File: src/rtl/psram_seq_pkg.sv
package psram_seq_pkg;

  typedef enum logic [2:0] {
    ST_OFF,
    ST_WAIT,
    ST_RD_LO,
    ST_RD_HI,
    ST_READY,
    ST_PARK,
    ST_DEEP
  } seq_state_e;

endpackage

File: src/rtl/psram_seq_timer.sv
module psram_seq_timer #(
  parameter int TW = 16
) (
  input  logic          clk_i,
  input  logic          rst_ni,
  input  logic          load_i,
  input  logic [TW-1:0] load_val_i,
  output logic          zero_o
);

  logic [TW-1:0] cnt_q;

  always_ff @(posedge clk_i or negedge rst_ni) begin
    if (!rst_ni)             cnt_q <= '0;
    else if (load_i)         cnt_q <= load_val_i;
    else if (cnt_q != '0)    cnt_q <= cnt_q - 1'b1;
  end

  assign zero_o = (cnt_q == '0);

endmodule

File: src/rtl/psram_seq_fsm.sv
module psram_seq_fsm
  import psram_seq_pkg::*;
#(
  parameter int WAIT_CYCLES    = 50000,
  parameter int RD_LOW_CYCLES  = 20,
  parameter int RD_HIGH_CYCLES = 4,
  parameter int PARK_CYCLES    = 2,
  parameter int NUM_DUMMY      = 3,
  parameter int TW             = 16
) (
  input  logic          clk_i,
  input  logic          rst_ni,
  input  logic          pwr_good_i,
  input  logic          sleep_req_i,
  input  logic          wake_req_i,
  input  logic          tmr_zero_i,
  output logic          tmr_load_o,
  output logic [TW-1:0] tmr_val_o,
  output seq_state_e    state_o
);

  localparam int RW = $clog2(NUM_DUMMY + 1);
  localparam logic [RW-1:0] RD_LAST = RW'(NUM_DUMMY - 1);
  localparam logic [TW-1:0] V_WAIT  = TW'(WAIT_CYCLES - 1);
  localparam logic [TW-1:0] V_LO    = TW'(RD_LOW_CYCLES - 1);
  localparam logic [TW-1:0] V_HI    = TW'(RD_HIGH_CYCLES - 1);
  localparam logic [TW-1:0] V_PARK  = TW'(PARK_CYCLES - 1);

  seq_state_e    state_q, state_d;
  logic [RW-1:0] rd_q, rd_d;

  always_comb begin
    state_d    = state_q;
    rd_d       = rd_q;
    tmr_load_o = 1'b0;
    tmr_val_o  = '0;
    if (!pwr_good_i) begin
      state_d = ST_OFF;
      rd_d    = '0;
    end else begin
      unique case (state_q)
        ST_OFF: begin
          state_d    = ST_WAIT;
          tmr_load_o = 1'b1;
          tmr_val_o  = V_WAIT;
          rd_d       = '0;
        end
        ST_WAIT: if (tmr_zero_i) begin
          state_d    = ST_RD_LO;
          tmr_load_o = 1'b1;
          tmr_val_o  = V_LO;
        end
        ST_RD_LO: if (tmr_zero_i) begin
          state_d    = ST_RD_HI;
          tmr_load_o = 1'b1;
          tmr_val_o  = V_HI;
        end
        ST_RD_HI: if (tmr_zero_i) begin
          if (rd_q == RD_LAST) begin
            state_d = ST_READY;
            rd_d    = '0;
          end else begin
            state_d    = ST_RD_LO;
            rd_d       = rd_q + 1'b1;
            tmr_load_o = 1'b1;
            tmr_val_o  = V_LO;
          end
        end
        ST_READY: if (sleep_req_i) begin
          state_d    = ST_PARK;
          tmr_load_o = 1'b1;
          tmr_val_o  = V_PARK;
        end
        ST_PARK: if (tmr_zero_i) state_d = ST_DEEP;
        ST_DEEP: if (wake_req_i) begin
          state_d    = ST_WAIT;
          tmr_load_o = 1'b1;
          tmr_val_o  = V_WAIT;
          rd_d       = '0;
        end
        default: state_d = ST_OFF;
      endcase
    end
  end

  always_ff @(posedge clk_i or negedge rst_ni) begin
    if (!rst_ni) begin
      state_q <= ST_OFF;
      rd_q    <= '0;
    end else begin
      state_q <= state_d;
      rd_q    <= rd_d;
    end
  end

  assign state_o = state_q;

endmodule

File: src/rtl/psram_seq_pins.sv
module psram_seq_pins
  import psram_seq_pkg::*;
(
  input  seq_state_e state_i,
  input  logic       ctrl_cs_n_i,
  input  logic       ctrl_oe_n_i,
  input  logic       ctrl_we_n_i,
  input  logic       ctrl_dq_oe_i,
  output logic       mem_cs_n_o,
  output logic       mem_oe_n_o,
  output logic       mem_we_n_o,
  output logic       mem_mode_o,
  output logic       mem_dq_oe_o,
  output logic       ready_o
);

  logic own_n;

  assign own_n       = (state_i == ST_READY);
  assign ready_o     = own_n;
  assign mem_cs_n_o  = own_n ? ctrl_cs_n_i : (state_i != ST_RD_LO);
  assign mem_oe_n_o  = own_n ? ctrl_oe_n_i : 1'b1;
  assign mem_we_n_o  = own_n ? ctrl_we_n_i : 1'b1;
  assign mem_dq_oe_o = own_n & ctrl_dq_oe_i;
  assign mem_mode_o  = (state_i != ST_DEEP);

endmodule

File: src/rtl/psram_pwr_seq.sv
module psram_pwr_seq
  import psram_seq_pkg::*;
#(
  parameter int WAIT_CYCLES    = 50000,
  parameter int RD_LOW_CYCLES  = 20,
  parameter int RD_HIGH_CYCLES = 4,
  parameter int PARK_CYCLES    = 2,
  parameter int NUM_DUMMY      = 3
) (
  input  logic clk_i,
  input  logic rst_ni,
  input  logic pwr_good_i,
  input  logic sleep_req_i,
  input  logic wake_req_i,
  input  logic ctrl_cs_n_i,
  input  logic ctrl_oe_n_i,
  input  logic ctrl_we_n_i,
  input  logic ctrl_dq_oe_i,
  output logic mem_cs_n_o,
  output logic mem_oe_n_o,
  output logic mem_we_n_o,
  output logic mem_mode_o,
  output logic mem_dq_oe_o,
  output logic ready_o
);

  localparam int MAX_RD = (RD_LOW_CYCLES > RD_HIGH_CYCLES) ? RD_LOW_CYCLES : RD_HIGH_CYCLES;
  localparam int MAX_A  = (WAIT_CYCLES > PARK_CYCLES) ? WAIT_CYCLES : PARK_CYCLES;
  localparam int MAX_C  = (MAX_A > MAX_RD) ? MAX_A : MAX_RD;
  localparam int TW     = $clog2(MAX_C + 1);

  logic          tmr_load;
  logic [TW-1:0] tmr_val;
  logic          tmr_zero;
  seq_state_e    state;

  psram_seq_timer #(.TW(TW)) u_timer (
    .clk_i      (clk_i),
    .rst_ni     (rst_ni),
    .load_i     (tmr_load),
    .load_val_i (tmr_val),
    .zero_o     (tmr_zero)
  );

  psram_seq_fsm #(
    .WAIT_CYCLES    (WAIT_CYCLES),
    .RD_LOW_CYCLES  (RD_LOW_CYCLES),
    .RD_HIGH_CYCLES (RD_HIGH_CYCLES),
    .PARK_CYCLES    (PARK_CYCLES),
    .NUM_DUMMY      (NUM_DUMMY),
    .TW             (TW)
  ) u_fsm (
    .clk_i       (clk_i),
    .rst_ni      (rst_ni),
    .pwr_good_i  (pwr_good_i),
    .sleep_req_i (sleep_req_i),
    .wake_req_i  (wake_req_i),
    .tmr_zero_i  (tmr_zero),
    .tmr_load_o  (tmr_load),
    .tmr_val_o   (tmr_val),
    .state_o     (state)
  );

  psram_seq_pins u_pins (
    .state_i      (state),
    .ctrl_cs_n_i  (ctrl_cs_n_i),
    .ctrl_oe_n_i  (ctrl_oe_n_i),
    .ctrl_we_n_i  (ctrl_we_n_i),
    .ctrl_dq_oe_i (ctrl_dq_oe_i),
    .mem_cs_n_o   (mem_cs_n_o),
    .mem_oe_n_o   (mem_oe_n_o),
    .mem_we_n_o   (mem_we_n_o),
    .mem_mode_o   (mem_mode_o),
    .mem_dq_oe_o  (mem_dq_oe_o),
    .ready_o      (ready_o)
  );

endmodule

File: config.mk
export PLATFORM = sky130hd
export DESIGN_NAME = psram_pwr_seq
export DESIGN_NICKNAME = d
export VERILOG_FILES = /design/src/rtl/psram_seq_pkg.sv /design/src/rtl/psram_seq_timer.sv /design/src/rtl/psram_seq_fsm.sv /design/src/rtl/psram_seq_pins.sv /design/src/rtl/psram_pwr_seq.sv
export SDC_FILE = /design/constraint.sdc
export NUM_CORES = 1
export LEC_CHECK = 0
export CORE_ASPECT_RATIO = 0.6
export CORE_MARGIN = 5
export CORE_UTILIZATION = 55
export CTS_CLUSTER_SIZE = 24
export DETAILED_ROUTE_END_ITERATION = 6
export DONT_BUFFER_PORTS = 1
export HOLD_SLACK_MARGIN = 0.15
export MAX_ROUTING_LAYER = met4
export PLACE_DENSITY = 0.7
export REMOVE_ABC_BUFFERS = 1
export SETUP_SLACK_MARGIN = 0.4
export SLEW_MARGIN = 20
export SYNTH_ARGS = -nofsm -noshare
export SYNTH_HDL_FRONTEND = slang
export SYNTH_HIERARCHICAL = 1
export SYNTH_SLANG_ARGS = --single-unit
File: constraint.sdc
create_clock -name clk_i -period 5.5 [get_ports clk_i]
set_input_delay 1.1 -clock clk_i [delete_from_list [all_inputs] [get_ports clk_i]]
set_output_delay 1.1 -clock clk_i [all_outputs]
set_load 0.01 [all_outputs]
Word-level counts from Yosys, hierarchy flattened
Cells that the tools add are included.
{"block": "totals", "elab_cells": 63, "regBits": 21, "out_inout_bits": 6}
{"block": "classes", "n_reduce_logical": 7, "addsub": 2, "eq_ne": 16, "n_mux": 34, "bitwise": 1}
{"op": "16-bit case mux with 6 select lines", "n": 1}
{"op": "16-bit 2-to-1 mux", "n": 5}
{"op": "3-bit 2-to-1 mux", "n": 8}
{"op": "3-bit != test (second input constant)", "n": 7}
{"op": "3-bit case mux with 7 select lines", "n": 1}
{"op": "16-bit zero test", "n": 1}
{"op": "16-bit nonzero test", "n": 1}
{"op": "16-bit by 1-bit subtractor with 16-bit output (second input constant)", "n": 1}
{"op": "1-bit 2-to-1 mux", "n": 10}
{"op": "2-bit 2-to-1 mux", "n": 5}
{"op": "5-bit 2-to-1 mux", "n": 2}
{"op": "3-bit equality test (second input constant)", "n": 3}
{"op": "3-bit by 2-bit equality test with 1-bit output (second input constant)", "n": 2}
{"op": "2-bit case mux with 3 select lines", "n": 1}
{"op": "6-bit AND reduction", "n": 1}
{"op": "1-bit case mux with 5 select lines", "n": 1}
{"op": "4-bit by 1-bit != test with 1-bit output (second input constant)", "n": 1}
{"op": "3-bit by 1-bit equality test with 1-bit output (second input constant)", "n": 1}
{"op": "3-bit zero test", "n": 1}
{"op": "3-bit by 2-bit != test with 1-bit output (second input constant)", "n": 1}
{"op": "3-bit AND reduction", "n": 1}
{"op": "2-bit by 1-bit adder with 2-bit output (second input constant)", "n": 1}
{"op": "2-bit equality test (second input constant)", "n": 1}
{"op": "2-bit nonzero test", "n": 1}
{"op": "2 further kinds", "n": 2}

Longest topological paths before layout
{"block": "depth", "depth_word": 6, "depth_mapped": 12}

Hierarchy
Netlist, hierarchy kept.
{"mod": "psram_seq_timer", "area_per_inst_um2": 1006.0, "cells_each": 104, "instances": 1, "seq_area_each_um2": 400.4}
{"mod": "psram_seq_fsm", "area_per_inst_um2": 569.3, "cells_each": 67, "instances": 1, "seq_area_each_um2": 125.1}
{"mod": "psram_seq_pins", "area_per_inst_um2": 65.1, "cells_each": 8, "instances": 1, "seq_area_each_um2": 0.0}

Worst setup path after synthesis
Ideal clock, no wire load.
{"block": "synth_path", "kind": "reg2reg", "startpoint": "register u_timer.cnt_q[0]", "endpoint": "register u_timer.cnt_q[6]", "stages_incl_launch_ff": 12, "synth_period_minus_slack_ns": 2.962, "path_buffers": 2, "slack_ns": 2.538, "required_ns": 5.358, "arrival_time_ns": 2.821, "path_cell_list": "dfrtp_1 -> inv_1 -> ha_1 -> nor3b_4 -> nand3_2 -> nor2_1 -> and2b_4 -> a21oi_2 -> o311ai_2 -> clkbuf_1 -> clkbuf_1 -> o221ai_1"}
{"block": "synth_between", "elab_chain_cells": 5, "word_cells_on_any_way": 10, "cone_classes": "add/sub (1); mux (6); reduce/logical (3)"}
{"element": "from (decl)", "line_no": "psram_seq_timer.sv:11", "rtl": "logic [TW-1:0] cnt_q;"}
{"element": "from (signal assigned)", "line_no": "psram_seq_timer.sv:15", "rtl": "else if (load_i) cnt_q <= load_val_i;"}
{"element": "from (signal assigned)", "line_no": "psram_seq_timer.sv:16", "rtl": "else if (cnt_q != '0) cnt_q <= cnt_q - 1'b1;"}
{"element": "16-bit zero test *", "line_no": "psram_seq_timer.sv:19", "rtl": "assign zero_o = (cnt_q == '0);"}
{"element": "via tmr_zero", "line_no": "psram_pwr_seq.sv:34", "rtl": "logic tmr_zero;"}
{"element": "1-bit 2-to-1 mux (on tied branches)", "line_no": "psram_seq_fsm.sv:58, psram_seq_fsm.sv:48, psram_seq_fsm.sv:53"}
{"element": "1-bit case mux with 5 select lines *", "line_no": "psram_seq_fsm.sv:41", "rtl": "unique case (state_q)"}
{"element": "1-bit 2-to-1 mux *", "line_no": "psram_seq_fsm.sv:37", "rtl": "if (!pwr_good_i) begin"}
{"element": "via tmr_load", "line_no": "psram_pwr_seq.sv:32", "rtl": "logic tmr_load;"}
{"element": "16-bit 2-to-1 mux or 2-bit nonzero test (tied branches)"}
Mark *: on every way through the listed nets, which the timed path passes. The rest lies on a longest branch. The select of a mux whose other input is x is not followed.
A chain may end at the register's enable or synchronous reset.

Worst setup path in the final report
{"block": "layout_path", "startpoint": "register u_timer.cnt_q[0]", "endpoint": "register u_timer.cnt_q[11]"}
The elaborated chain is that of the path after synthesis.

==> run_summary.xml <==
<?xml version="1.0" encoding="UTF-8"?>
<metrics>
  <group name="outcome">
    <metric name="status" unit="">completed</metric>
  </group>
  <group name="synthesis">
    <metric name="synthTopCellsByCount" unit="">21 x sky130_fd_sc_hd__dfrtp_1, 15 x sky130_fd_sc_hd__nand2_1, 14 x sky130_fd_sc_hd__buf_4, 12 x sky130_fd_sc_hd__nand2b_1</metric>
    <metric name="number_of_synthesized_register_bits" unit="">21</metric>
    <metric name="mappedNetlistArea" unit="um^2">1640</metric>
    <metric name="average_footprint_of_a_synthesized_cell" unit="um^2">9.16</metric>
    <metric name="synth_enable_flop_cells" unit="">0</metric>
    <metric name="post_synth_and_or_nand_nor_area_fraction" unit="%">33.0</metric>
    <metric name="synth_compound_gate_area_share" unit="%">17.7</metric>
    <metric name="top_cell_type_by_total_area_after_synthesis" unit="">sky130_fd_sc_hd__dfrtp_1</metric>
    <metric name="synth-async-reset-ratio" unit="%">100</metric>
    <metric name="synthXorXnorAreaFrac" unit="%">4.27</metric>
    <metric name="synthesis.instances" unit="">179</metric>
    <metric name="synth.most_common_cell" unit="">sky130_fd_sc_hd__dfrtp_1</metric>
    <metric name="synthTopCellsByArea" unit="">sky130_fd_sc_hd__dfrtp_1 32%, sky130_fd_sc_hd__buf_4 6.4%, sky130_fd_sc_hd__nand2b_1 4.6%</metric>
    <metric name="netlist.area_leader.share" unit="%">32.0</metric>
    <metric name="yosys-mux-area-fraction" unit="%">1.22</metric>
    <metric name="synthDistinctLibCells" unit="">53</metric>
    <metric name="synth.yosys.seq_area_share" unit="%">32.0</metric>
    <metric name="synth_fa_ha_area_share" unit="%">0.763</metric>
    <metric name="ys_dominant_reg_cell" unit="">sky130_fd_sc_hd__dfrtp_1</metric>
    <metric name="yosysWarnings" unit="">6</metric>
    <metric name="synth_top_family_by_area" unit="">simple AND/OR/NAND/NOR gates</metric>
  </group>
  <group name="routing">
    <metric name="via_per_inst" unit="">5.93</metric>
    <metric name="vias" unit="">1251</metric>
    <metric name="avgRoutedWirePerCell" unit="um">15.7</metric>
    <metric name="drtIter0Drc" unit="">137</metric>
    <metric name="detail_route.wirelength" unit="um">3320</metric>
    <metric name="drt_drc_violations_left" unit="">0</metric>
    <metric name="firstDrtPassIters" unit="">5</metric>
    <metric name="detail-route-antenna-nets" unit="">0</metric>
  </group>
  <group name="place">
    <metric name="gp_congestion" unit="">0.809</metric>
    <metric name="buffer_ports.inserted" unit="">0</metric>
    <metric name="hpwlAfterDp" unit="um">2370</metric>
  </group>
  <group name="timing">
    <metric name="final.min_clock_period" unit="ns">3.47</metric>
    <metric name="tightest_slew" unit="ns">0.760</metric>
    <metric name="skew" unit="ns">0.00650</metric>
    <metric name="maxSlewHeadroom" unit="%">49.4</metric>
    <metric name="fin_tns_setup" unit="ns">0</metric>
    <metric name="unrepaired_setup_endpoints_after_global_routing" unit="">false</metric>
    <metric name="maximum_frequency_from_static_timing_analysis" unit="GHz">0.288</metric>
    <metric name="hold_viol_final" unit="">0</metric>
    <metric name="finalCritPeriodShare" unit="%">63.2</metric>
    <metric name="finalSetupViolations" unit="">0</metric>
    <metric name="timing.final.max_slew_violations" unit="">0</metric>
  </group>
  <group name="global_routing">
    <metric name="grt_usage" unit="%">18.2</metric>
    <metric name="grt_pass1_wl" unit="um">5730</metric>
    <metric name="grt_start_max_net_pins" unit="">35</metric>
    <metric name="first_global_vias" unit="">1124</metric>
    <metric name="antenna_found_initial" unit="">0</metric>
    <metric name="globalRoute.totalOverflow" unit="">0</metric>
  </group>
  <group name="die">
    <metric name="die_area" unit="um^2">4210</metric>
    <metric name="fp-row-count" unit="">15</metric>
    <metric name="boundaryPins" unit="">15</metric>
    <metric name="initial_utilization" unit="%">57.1</metric>
    <metric name="dieWidth" unit="um">80.5</metric>
    <metric name="placeableCoreArea" unit="um^2">2870</metric>
    <metric name="dieHeight" unit="um">52.3</metric>
  </group>
  <group name="cells_and_area">
    <metric name="insertedDiodeCount" unit="">0</metric>
    <metric name="design.final.nets" unit="">180</metric>
    <metric name="final_util" unit="%">56.9</metric>
    <metric name="final_layout_size_suffix_gt1_share" unit="%">9.47</metric>
    <metric name="area.growth.synth_to_final" unit="%">-0.381</metric>
  </group>
  <group name="clock_network">
    <metric name="cts_sinks" unit="">21</metric>
    <metric name="clkSlewWorstSetupHoldPaths" unit="ns">0.08</metric>
    <metric name="ctsHoldBuffers" unit="">0</metric>
    <metric name="cts_made_buffers" unit="">3</metric>
    <metric name="worst_skew_pair.late_latency" unit="ns">0.26</metric>
    <metric name="cts_tree" unit="">done</metric>
    <metric name="cts.htree.levels" unit="">1</metric>
    <metric name="post_cts_resized" unit="">0</metric>
    <metric name="clk_root_buffer_cell" unit="">sky130_fd_sc_hd__clkbuf_8</metric>
    <metric name="postCtsSetupRepairBufs" unit="">0</metric>
    <metric name="cts_max_path_buffers" unit="">2</metric>
  </group>
  <group name="setup_path">
    <metric name="worst-setup-path-type" unit="">flip-flop to flip-flop</metric>
    <metric name="critical_path_capture_point_type" unit="">flip-flop</metric>
    <metric name="ff2ff_path_depth" unit="">11</metric>
    <metric name="cp_data_required_time" unit="ns">5.69</metric>
    <metric name="worst_ep_arrival_time" unit="ns">3.67</metric>
    <metric name="crit_path_start_kind" unit="">flip-flop</metric>
    <metric name="timing.reg2reg.setup_slack" unit="ns">2.03</metric>
    <metric name="critical_path.max_fanout" unit="">21</metric>
    <metric name="crit-reg2reg-capture" unit="">u_timer/cnt_q[11]$_DFFE_PN0P_</metric>
    <metric name="timing.rr.start" unit="">u_timer/cnt_q[0]$_DFFE_PN0P_</metric>
  </group>
  <group name="flow_run">
    <metric name="drv_cap" unit="">0</metric>
  </group>
  <group name="pwr">
    <metric name="total_leakage_power" unit="nW">0.615</metric>
    <metric name="power_density" unit="nW/um^2">313</metric>
    <metric name="vdd_ir_drop_max" unit="V">0.000207</metric>
  </group>
  <group name="worst_hold_path">
    <metric name="hold_class" unit="">input port to asynchronous set/reset pin</metric>
  </group>
</metrics>
## placed cells by master (no fill, tap or decap), drive strengths merged, types with 5 or more instances in the layout
master  synthesis  routed
a21oi           6       6
conb            1       6
dfrtp          21      21
inv             7       7
nand2          15      15
nand2b         12      12
nand3           5       5
nand4b          6       6
nor2            8       8
o211a           6       6
o21ai           9       9
xnor2           8       8
## through the flow
stage	setup slack [ns]	total power, mW	hold slack (ns)	cells	area, um^2
after CTS	1.76	0.515	0.518	210	1620
after global placement	2.07	0.407	0.511	206	1580
after detailed placement	1.81	0.411	0.515	206	1580
after global routing	1.74	0.547	0.509	211	1630
after floorplan	1.85	0.369	0.491	163	1510
final	2.03	0.511	0.525	211	1630
## worst max-delay path, cell delays in order (launching register included)
cell and delay (ns):
sky130_fd_sc_hd__dfrtp_1 0.42, sky130_fd_sc_hd__inv_1 0.09, sky130_fd_sc_hd__ha_1 0.19, sky130_fd_sc_hd__nor3b_4 0.44
sky130_fd_sc_hd__nand3_2 0.20, sky130_fd_sc_hd__nor2_1 0.41, sky130_fd_sc_hd__and2b_4 0.29, sky130_fd_sc_hd__a21oi_2 0.09
sky130_fd_sc_hd__o311ai_4 0.56, sky130_fd_sc_hd__buf_6 0.27, sky130_fd_sc_hd__or3_1 0.26, sky130_fd_sc_hd__o211a_1 0.18
## layout make-up
class | instances | area, um^2
clock buffers | 4 | 45.0
fillers | 268 | 1240
inverters | 7 | 26.3
multi-input cells | 135 | 966
flip-flops and latches | 21 | 526
well taps | 42 | 52.6
repair buffers | 2 | 18.8
## logic make-up (layout without fill, tap and decap cells)
kind of cell               count (synthesis)  in the layout
and+or+nand+nor                           80             80
AOI/OAI and AO/OA                         38             38
buffers and inverters                     28             13
DFF                                       21             21
xor gates and xnor gates                   8              8
muxes                                      2              2
adders and majority gates                  1              1
other                                      1              6
## worst max-delay path by stage
stage,startpoint,endpoint,slack (ns),cells past startpoint
after floorplan,u_timer/cnt_q[4]$_DFFE_PN0P_,u_timer/cnt_q[10]$_DFFE_PN0P_,1.85,8
after global placement,u_timer/cnt_q[1]$_DFFE_PN0P_,u_timer/cnt_q[13]$_DFFE_PN0P_,2.07,10
after detailed placement,u_timer/cnt_q[0]$_DFFE_PN0P_,u_timer/cnt_q[11]$_DFFE_PN0P_,1.81,10
after CTS,u_timer/cnt_q[0]$_DFFE_PN0P_,u_timer/cnt_q[11]$_DFFE_PN0P_,1.76,10
after global routing,u_timer/cnt_q[0]$_DFFE_PN0P_,u_timer/cnt_q[8]$_DFFE_PN0P_,1.74,11
final,u_timer/cnt_q[0]$_DFFE_PN0P_,u_timer/cnt_q[11]$_DFFE_PN0P_,2.03,11
## layer usage
layer,track usage (%),share of wire [%],vias to the layer above
li1,-,-,615
met1,27.7,51,600
met2,23.5,42,34
met3,4.64,6.7,2
met4,4.21,0.42,0
met5,-,0,-
## registers in the layout, indices dropped and copies added, names as in the netlist
| register | cells |
|---|---|
| u_timer/cnt_q | 16 |
| u_fsm/state_o | 3 |
| u_fsm/rd_q | 2 |
## where the power goes
part / switching (mW) / internal, mW
clock network: 0.0478 / 0.0515
logic: 0.0786 / 0.0832
registers: 0.0557 / 0.194
total: 0.182 / 0.329
Power figures use the tool's default switching activity.
